**src/rtl/lifo_stack_pkg.sv**
```systemverilog
package lifo_stack_pkg;
  typedef struct packed {
    logic doPush;
    logic doPop;
  } stackStrobes_t;
endpackage

```
**src/rtl/lifo_stack_ctrl.sv**
```systemverilog
module lifo_stack_ctrl
  import lifo_stack_pkg::*;
(
  input  logic          clk,
  input  logic          rstN,
  input  logic          pushReq,
  input  logic          popReq,
  input  logic          nextPushHitsTop,
  input  logic          nextPopHitsBottom,
  output stackStrobes_t strobes,
  output logic          stackFull,
  output logic          stackEmpty,
  output logic          opError
);
  logic bothReq;
  logic pushOk;
  logic popOk;
  logic refused;

  always_comb begin
    bothReq = pushReq && popReq;
    pushOk  = pushReq && !popReq && !stackFull;
    popOk   = popReq && !pushReq && !stackEmpty;
    refused = (pushReq || popReq) && !pushOk && !popOk;
    strobes.doPush = pushOk;
    strobes.doPop  = popOk;
  end

  always_ff @(posedge clk or negedge rstN) begin
    if (!rstN) begin
      stackFull  <= 1'b0;
      stackEmpty <= 1'b1;
      opError    <= 1'b0;
    end else begin
      opError <= refused || bothReq;
      if (pushOk) begin
        stackFull  <= nextPushHitsTop;
        stackEmpty <= 1'b0;
      end else if (popOk) begin
        stackEmpty <= nextPopHitsBottom;
        stackFull  <= 1'b0;
      end
    end
  end
endmodule

```
**src/rtl/lifo_stack_dp.sv**
```systemverilog
module lifo_stack_dp
  import lifo_stack_pkg::*;
#(
  parameter int DATA_W = 8,
  parameter int DEPTH  = 11
) (
  input  logic              clk,
  input  logic              rstN,
  input  stackStrobes_t     strobes,
  input  logic [DATA_W-1:0] pushData,
  output logic [DATA_W-1:0] popData,
  output logic              nextPushHitsTop,
  output logic              nextPopHitsBottom
);
  localparam int SP_W = $clog2(DEPTH + 1);
  localparam logic [SP_W-1:0] SP_BOTTOM = SP_W'(DEPTH);

  logic [SP_W-1:0]   stackPtr;
  logic [SP_W-1:0]   writeAddr;
  logic [DATA_W-1:0] entries [DEPTH];
  logic [DATA_W-1:0] readWord;

  assign writeAddr         = stackPtr - SP_W'(1);
  assign nextPushHitsTop   = (stackPtr == SP_W'(1));
  assign nextPopHitsBottom = (stackPtr == SP_W'(DEPTH - 1));

  always_ff @(posedge clk or negedge rstN) begin
    if (!rstN) begin
      stackPtr <= SP_BOTTOM;
    end else if (strobes.doPush) begin
      stackPtr <= writeAddr;
    end else if (strobes.doPop) begin
      stackPtr <= stackPtr + SP_W'(1);
    end
  end

  for (genvar i = 0; i < DEPTH; i++) begin : g_entry
    always_ff @(posedge clk) begin
      if (strobes.doPush && (writeAddr == SP_W'(i))) begin
        entries[i] <= pushData;
      end
    end
  end

  always_comb begin
    readWord = '0;
    for (int i = 0; i < DEPTH; i++) begin
      if (stackPtr == SP_W'(i)) readWord = entries[i];
    end
  end

  always_ff @(posedge clk or negedge rstN) begin
    if (!rstN) begin
      popData <= '0;
    end else if (strobes.doPop) begin
      popData <= readWord;
    end
  end
endmodule

```
**src/rtl/lifo_stack.sv**
```systemverilog
module lifo_stack
  import lifo_stack_pkg::*;
#(
  parameter int DATA_W = 8,
  parameter int DEPTH  = 11
) (
  input  logic              clk,
  input  logic              rstN,
  input  logic              pushReq,
  input  logic              popReq,
  input  logic [DATA_W-1:0] pushData,
  output logic [DATA_W-1:0] popData,
  output logic              stackFull,
  output logic              stackEmpty,
  output logic              opError
);
  stackStrobes_t strobes;
  logic nextPushHitsTop;
  logic nextPopHitsBottom;

  lifo_stack_ctrl u_ctrl (
    .clk               (clk),
    .rstN              (rstN),
    .pushReq           (pushReq),
    .popReq            (popReq),
    .nextPushHitsTop   (nextPushHitsTop),
    .nextPopHitsBottom (nextPopHitsBottom),
    .strobes           (strobes),
    .stackFull         (stackFull),
    .stackEmpty        (stackEmpty),
    .opError           (opError)
  );

  lifo_stack_dp #(.DATA_W(DATA_W), .DEPTH(DEPTH)) u_dp (
    .clk               (clk),
    .rstN              (rstN),
    .strobes           (strobes),
    .pushData          (pushData),
    .popData           (popData),
    .nextPushHitsTop   (nextPushHitsTop),
    .nextPopHitsBottom (nextPopHitsBottom)
  );
endmodule

```
**config.mk**
```make
export PLATFORM = sky130hd
export DESIGN_NAME = lifo_stack
export DESIGN_NICKNAME = d
export VERILOG_FILES = /design/src/rtl/lifo_stack_pkg.sv /design/src/rtl/lifo_stack_ctrl.sv /design/src/rtl/lifo_stack_dp.sv /design/src/rtl/lifo_stack.sv
export SDC_FILE = /design/constraint.sdc
export NUM_CORES = 1
export LEC_CHECK = 0
export CORE_AREA = 4 4 129 131
export CTS_BUF_LIST = sky130_fd_sc_hd__clkbuf_8
export CTS_CLUSTER_DIAMETER = 150
export DETAILED_ROUTE_END_ITERATION = 10
export DIE_AREA = 0 0 133 135
export PLACE_DENSITY_LB_ADDON = 0.3
export SYNTH_ARGS = -nofsm -noshare
export SYNTH_HDL_FRONTEND = slang
export SYNTH_SLANG_ARGS = --single-unit
```
**constraint.sdc**
```tcl
create_clock -name clk -period 3.2 [get_ports clk]
set_input_delay 0.48 -clock clk [delete_from_list [all_inputs] [get_ports clk]]
set_output_delay 0.48 -clock clk [all_outputs]
set_load 0.005 [all_outputs]
```
==> results of run 1 <==
## cell usage after synthesis (all sizes together)
cell type  number
inv            18
a21oi          20
nand2          17
nand2b          2
nand3           4
nor3b          10
o211ai          1
o32a            6
o2111ai         6
dfstp           4
or3b            1
nor2b          14
a32o            3
a21o            2
nor3            2
a221oi         17
clkbuf         10
buf            14
o311ai          1
o22ai           8
xnor2           3
a22o            1
or2             6
a211oi          7
o31ai           1
ha              8
nor2           25
and3b           2
edfxtp         88
o21ai          17
dfrtp          11
a31oi           1
or3             1
a22oi           8
nand3b          8
o31a            1
mux2i           1
## how the worst max path moves through the flow
stage,to,slack [ns],startpoint,depth (start not counted)
after detailed placement,u_dp.entries[7][4],0.63,u_dp.stackPtr[0],5
after floorplan,u_dp.entries[9][0],0.45,u_dp.stackPtr[1],7
after global placement,u_dp.entries[7][4],0.60,pushReq,4
after CTS,u_dp.entries[7][1],0.62,u_dp.stackPtr[0],5
final,u_dp.entries[7][0],0.62,u_dp.stackPtr[1],5
after global routing,u_dp.entries[7][1],0.47,u_dp.stackPtr[1],5
## cell type report
cell class | instances | area, sq um | area share
sequential | 103 | 3020 | 0.569
multi-input combinational | 204 | 1390 | 0.261
timing repair buffer | 38 | 353 | 0.0664
tap | 216 | 270 | 0.0509
clock buffer | 9 | 124 | 0.0233
clock inverter | 7 | 86.3 | 0.0163
inverter | 18 | 67.6 | 0.0127
## stage by stage
| step | instances | power, mW |
|---|---|---|
| finish | 595 | 4.06 |
| global route | 595 | 4.31 |
| CTS | 595 | 4.08 |
| detailed placement | 579 | 3.23 |
| global placement | 579 | 3.22 |
| floorplan | 349 | 2.73 |
## state kept, by name, summed over array words and instances, names as in the netlist
register / cells
u_ctrl.stackEmpty: 1
u_dp.entries: 88
u_dp.stackPtr: 4
u_ctrl.opError: 1
u_dp.popData: 8
u_ctrl.stackFull: 1
## power by group
part / internal, mW / switching (mW) / total (mW)
combinational: 0.614 / 0.839 / 1.45
clock: 0.380 / 0.482 / 0.862
sequential: 1.61 / 0.132 / 1.75
## critical path, delay by kind of cell, from the launching register on
kind	cells	cell delay, ns
AOI/OAI and AO/OA	1	0.10
buffers and inverters	1	0.12
DFF	1	0.65
adders and majority gates	1	0.35
and+or+nand+nor	2	0.99
## layer usage
| metal | vias up | part of all wire | track usage |
|---|---|---|---|
| met1 | 1478 | 0.49 | 0.172 |
| met4 | 0 | 0.014 | 0.0491 |
| met3 | 13 | 0.037 | 0.0257 |
| li1 | 1378 | - | - |
| met2 | 61 | 0.46 | 0.192 |
| met5 | - | 0 | 0 |
## logic make-up after synthesis
logic type | share of synthesized area
AOI/OAI and AO/OA | 0.158
xor gates and xnor gates | 0.00572
and+or+nand+nor | 0.114
buffers and inverters | 0.0411
adders and majority gates | 0.0218
DFF | 0.657
muxes | 0.00218
==> results.md, run 1 <==
- Synthesis-stage register bit count: 103
- P&R area growth vs syn: 15.5%
- WHS: 0.498 ns
- Syn_nets: 369
- Pins Over Slew Limit: 0
- Clock-pin slew on the worst setup and hold paths: 0.10 ns
- Post-layout min period: 2.58 ns
- Critical path's most frequent cell: nor2_1
- Vias: 2930
- Initial antenna violation count: 0
- Post-DP Area: 5100 sq um
- Cells after Synth: 349
- Status: finished clean
- Measured slew at the worst slew-check pin: 1.02 ns
- Place WS: 0.631 ns
- Worst reg2reg setup slack: 0.62 ns
- Detailed Route WL: 10900 um
- Fin Setup TNS: 0 ns
- Clock buffer depth: 2
- Worst EP required: 3.20 ns
- R2r worst-path depth: 5
- Number of I/O port buffers: 22
- GP Congestion: 0.862
- Endpoints failing setup: 0
- Slew HR: 0.317
- Crit path max-delay cell type: nor2_1
- Worst path max stage delay: 0.83 ns
- Synth top area share: 0.575
- RSZ-0062 raised after global routing: no
- Final WS setup: 0.622 ns
- Final instance area: 5310 sq um
- DRT iter0 DRCs: 323
- Commonest cells after routing, fill and taps aside: edfxtp_1, nor2_1, clkdlybuf4s50_1, a21oi_1, inv_1
- First-pass GRT wire length: 16900 um
- CTS root buffer: clkbuf_8
- Hold_sp: u_ctrl.stackEmpty
- Most common cell after layout, fill and taps aside: edfxtp_1
- Clock skew: 0.00790 ns
- HPWL Detailed: 7700 um
- Pin count of the biggest net entering global routing: 33
- Antenna Nets Post-Route: 0
- CP startpoint kind: flip-flop
- Worst skew pair latency: 0.37 ns
- Worst r2r dst: u_dp.entries[7][0]
- Max Freq: 388 MHz
- Die Width: 133 um
- CP Capture Type: flip-flop
- Final count of hold timing violations: 0
- CP Max Fanout: 12
- Worst path cell trace: inv_1 -> ha_1 -> nor2_1 -> a31oi_1 -> nor2_1
- IO Count: 23
- Vias in the first global route: 2875
- Clock Sink Count: 103
- Inserted Clock Buffers: 9
- Post-layout util: 0.340
- Main area contributors after synthesis: edfxtp_1, dfrtp_1, a221oi_1, dfstp_2, ha_1
- Total gr overflow: 0
- Seq/Total Area, Yosys: 0.657
- Largest area contributor in the synthesized netlist: edfxtp_1
- Ys Warns: 0
- CTS Hold Bufs: 0
- WS Path Type: flip-flop to flip-flop
- Vias/cell: 4.92
- # fillers: 1530
- Initial Util: 0.295
- WL per Instance: 18.4 um
- Gr usage total: 0.124
- Post-CTS repair timing setup buffer count: 0
- WHS Path Cells: 2
- Peak supply drop: 0.000292 V
- Worst min-delay path class: flip-flop to flip-flop
- Post-route clock period utilization: 0.806
- Core Rows: 46
- Fraction of layout cells with a size suffix above 1: 0.132
- WHS Endpoint: u_ctrl.stackEmpty
- CP arrival: 2.58 ns
- Syn_area_per_cell: 13.2 sq um
- Yosys cell types: 45
- Worst R2R Start: u_dp.stackPtr[1]
- Pleak: 1.75 nW
- Die area: 18000 sq um
- Post_cts resized: 0
- Pwr Density: 765 nW/um^2
- Max-cap violation count: 0
- Total core area: 15600 sq um
- CTS tree: done
- Final nets: 394
- Number of diodes: 0
- Die span in y: 135 um
- Post-Syn Area: 4600 sq um
- DRC: 0
- First-pass DRT Iterations: 4
- H-tree depth: 3
No activity file was read; power rests on OpenSTA's default activity.
==> inputs of run 2 (changes only) <==
==> constraint.sdc (replaced) <==
create_clock -name clk -period 2.6 [get_ports clk]
set_input_delay 0.39 -clock clk [delete_from_list [all_inputs] [get_ports clk]]
set_output_delay 0.39 -clock clk [all_outputs]
set_load 0.005 [all_outputs]
==> run 2 against run 1 <==
- wire length increased by 2.2%
- global-route usage increased by 0.43 points
- largest power group unchanged
- critical endpoint is now u_dp.popData[7]
- count of clock-buffer cells in the layout did not move
- sequential power up 21%
- setup slack worse by 0.45 ns
- register-to-register slack got worse by 0.45 ns
- cell count up 3.0%
==> results.md, run 2 (synthesis gave the netlist of run 1 again) <==
- Status: finished clean
- CTS tree: done
- Peak supply drop: 0.000370 V (+27%)
- R2r worst-path depth: 7 (+2)
- First-pass DRT Iterations: 4 (unchanged)
- CTS root buffer: clkbuf_8
- # fillers: 1516 (-0.92%)
- Number of diodes: 0 (unchanged)
- Die Width: 133 um (unchanged)
- Worst EP required: 2.85 ns (-0.35 ns)
- Vias in the first global route: 3061 (+6.5%)
- Clock-pin slew on the worst setup and hold paths: 0.11 ns (about the same)
- Fraction of layout cells with a size suffix above 1: 0.171 (+0.0394)
- Final nets: 412 (+4.6%)
- Most common cell after layout, fill and taps aside: edfxtp_1
- Max Freq: 412 MHz (+6.3%)
- Gr usage total: 0.128 (+0.00429)
- Pleak: 1.83 nW (+4.6%)
- Vias/cell: 4.85 (-1.4%)
- IO Count: 23 (unchanged)
- Post_cts resized: 0 (unchanged)
- Clock Sink Count: 103 (unchanged)
- Dpl cells: 597 (+3.1%)
- Fin Setup TNS: 0 ns (unchanged)
- Clock skew: 0.0211 ns (+0.0132 ns)
- Core Rows: 46 (unchanged)
- RSZ-0062 raised after global routing: no
- Worst skew pair latency: 0.38 ns (about the same)
- Post-CTS repair timing setup buffer count: 0 (unchanged)
- Vias: 2976 (+1.6%)
- Final count of hold timing violations: 0 (unchanged)
- Biggest register: u_dp.entries
- Total core area: 15600 sq um (unchanged)
- CP arrival: 2.68 ns (+0.10 ns)
- CP Max Fanout: 19 (+7)
- Reg area: 3020 sq um (unchanged)
- WHS: 0.465 ns (-0.0325 ns)
- CTS Hold Bufs: 0 (unchanged)
- Pin count of the biggest net entering global routing: 32 (-3.0%)
- CP Capture Type: flip-flop
- CP startpoint kind: flip-flop
- Worst R2R Start: u_dp.stackPtr[1]
- Worst min-delay path class: input port to async pin
- Slew HR: 0.455 (+0.138)
- First-pass GRT wire length: 17600 um (+4.6%)
- GP Congestion: 0.829 (-3.8%)
- WS Path Type: flip-flop to flip-flop
- Largest register FFs: 88 (unchanged)
- DRT iter0 DRCs: 382 (+18%)
- Clock buffer depth: 2 (unchanged)
- Post-Layout Cell Count: 613 (+3.0%)
- Die span in y: 135 um (unchanged)
- Pwr Density: 937 nW/um^2 (+23%)
- H-tree depth: 3 (unchanged)
- P&R area growth vs syn: 17.7%
- Worst r2r dst: u_dp.popData[7]
- PnR Total Power: 5.07 mW (+25%)
- Final WS setup: 0.175 ns (-0.447 ns)
- Inserted Clock Buffers: 9 (unchanged)
- Initial Util: 0.295 (unchanged)
- Biggest regs: u_dp.entries x88, u_dp.popData x8, u_dp.stackPtr x4
- Post-layout min period: 2.42 ns (-0.153 ns)
- Antenna Nets Post-Route: 0 (unchanged)
- Endpoints failing setup: 0 (unchanged)
- Commonest cells after routing, fill and taps aside: edfxtp_1, buf_4, nor2_1, clkdlybuf4s50_1
- WL per Instance: 18.2 um (-0.81%)
- Detailed Route WL: 11200 um (+2.2%)
- Area of the multi-input gates: 1390 sq um (+0.36%)
- Pins Over Slew Limit: 0 (unchanged)
- Max-cap violation count: 0 (unchanged)
- Total gr overflow: 0 (unchanged)
- Number of I/O port buffers: 22 (unchanged)
- Measured slew at the worst slew-check pin: 0.814 ns (-0.206 ns)
- Post-route clock period utilization: 0.933 (+0.127)
- Place WS: 0.232 ns (-0.399 ns)
- HPWL Detailed: 8040 um (+4.4%)
- DRC: 0 (unchanged)
- Worst reg2reg setup slack: 0.18 ns (-0.45 ns)
- Initial antenna violation count: 0 (unchanged)
- Die area: 18000 sq um (unchanged)
## run 2: cell type report
class / instances / area share
clock inverters: 7 / 0.00879
clock buffers: 9 / 0.0229
inverters: 18 / 0.0125
multi-input cells: 204 / 0.257
well taps: 216 / 0.0499
repair buffers: 56 / 0.0902
flip-flops and latches: 103 / 0.559
## run 2: stage by stage
stage          cell area, sq um   util
2_1_floorplan              4600      -
3_3_place_gp               5240  0.336
3_5_place_dp               5240  0.336
4_1_cts                    5410  0.347
5_1_grt                    5410  0.347
6_report                   5410  0.347
## run 2: power breakdown
group / internal [mW] / total (mW) / switching, mW
Sequential: 1.98 / 2.12 / 0.136
Combinational: 0.886 / 2.02 / 1.13
Clock: 0.354 / 0.931 / 0.577
Total: 3.22 / 5.07 / 1.85
## run 2: how the worst max path moves through the flow
stage                          to  slack, ns        startpoint  cells past startpoint
6_report          u_dp.popData[7]       0.18  u_dp.stackPtr[1]                      7
3_3_place_gp      u_dp.popData[3]       0.26  u_dp.stackPtr[1]                      7
4_1_cts           u_dp.popData[7]       0.21  u_dp.stackPtr[1]                      7
2_1_floorplan  u_dp.entries[9][0]       0.08  u_dp.stackPtr[1]                      7
5_1_grt           u_dp.popData[7]        0.1  u_dp.stackPtr[1]                      7
3_5_place_dp      u_dp.popData[7]       0.23  u_dp.stackPtr[1]                      7
## run 2: critical path, cell delays in order, from the launching register on
cell,delay [ns]
dfstp_2,0.62
inv_1,0.11
ha_1,0.45
nor2_1,0.39
buf_4,0.19
a21oi_1,0.06
a211oi_1,0.34
o22ai_1,0.12
## run 2: layer usage
layer	track usage	vias up	wire length (um)
met3	0.0302	10	497
met4	0.0456	0	163
met5	0	-	0
met2	0.206	71	5380
li1	-	1417	-
met1	0.171	1478	5130
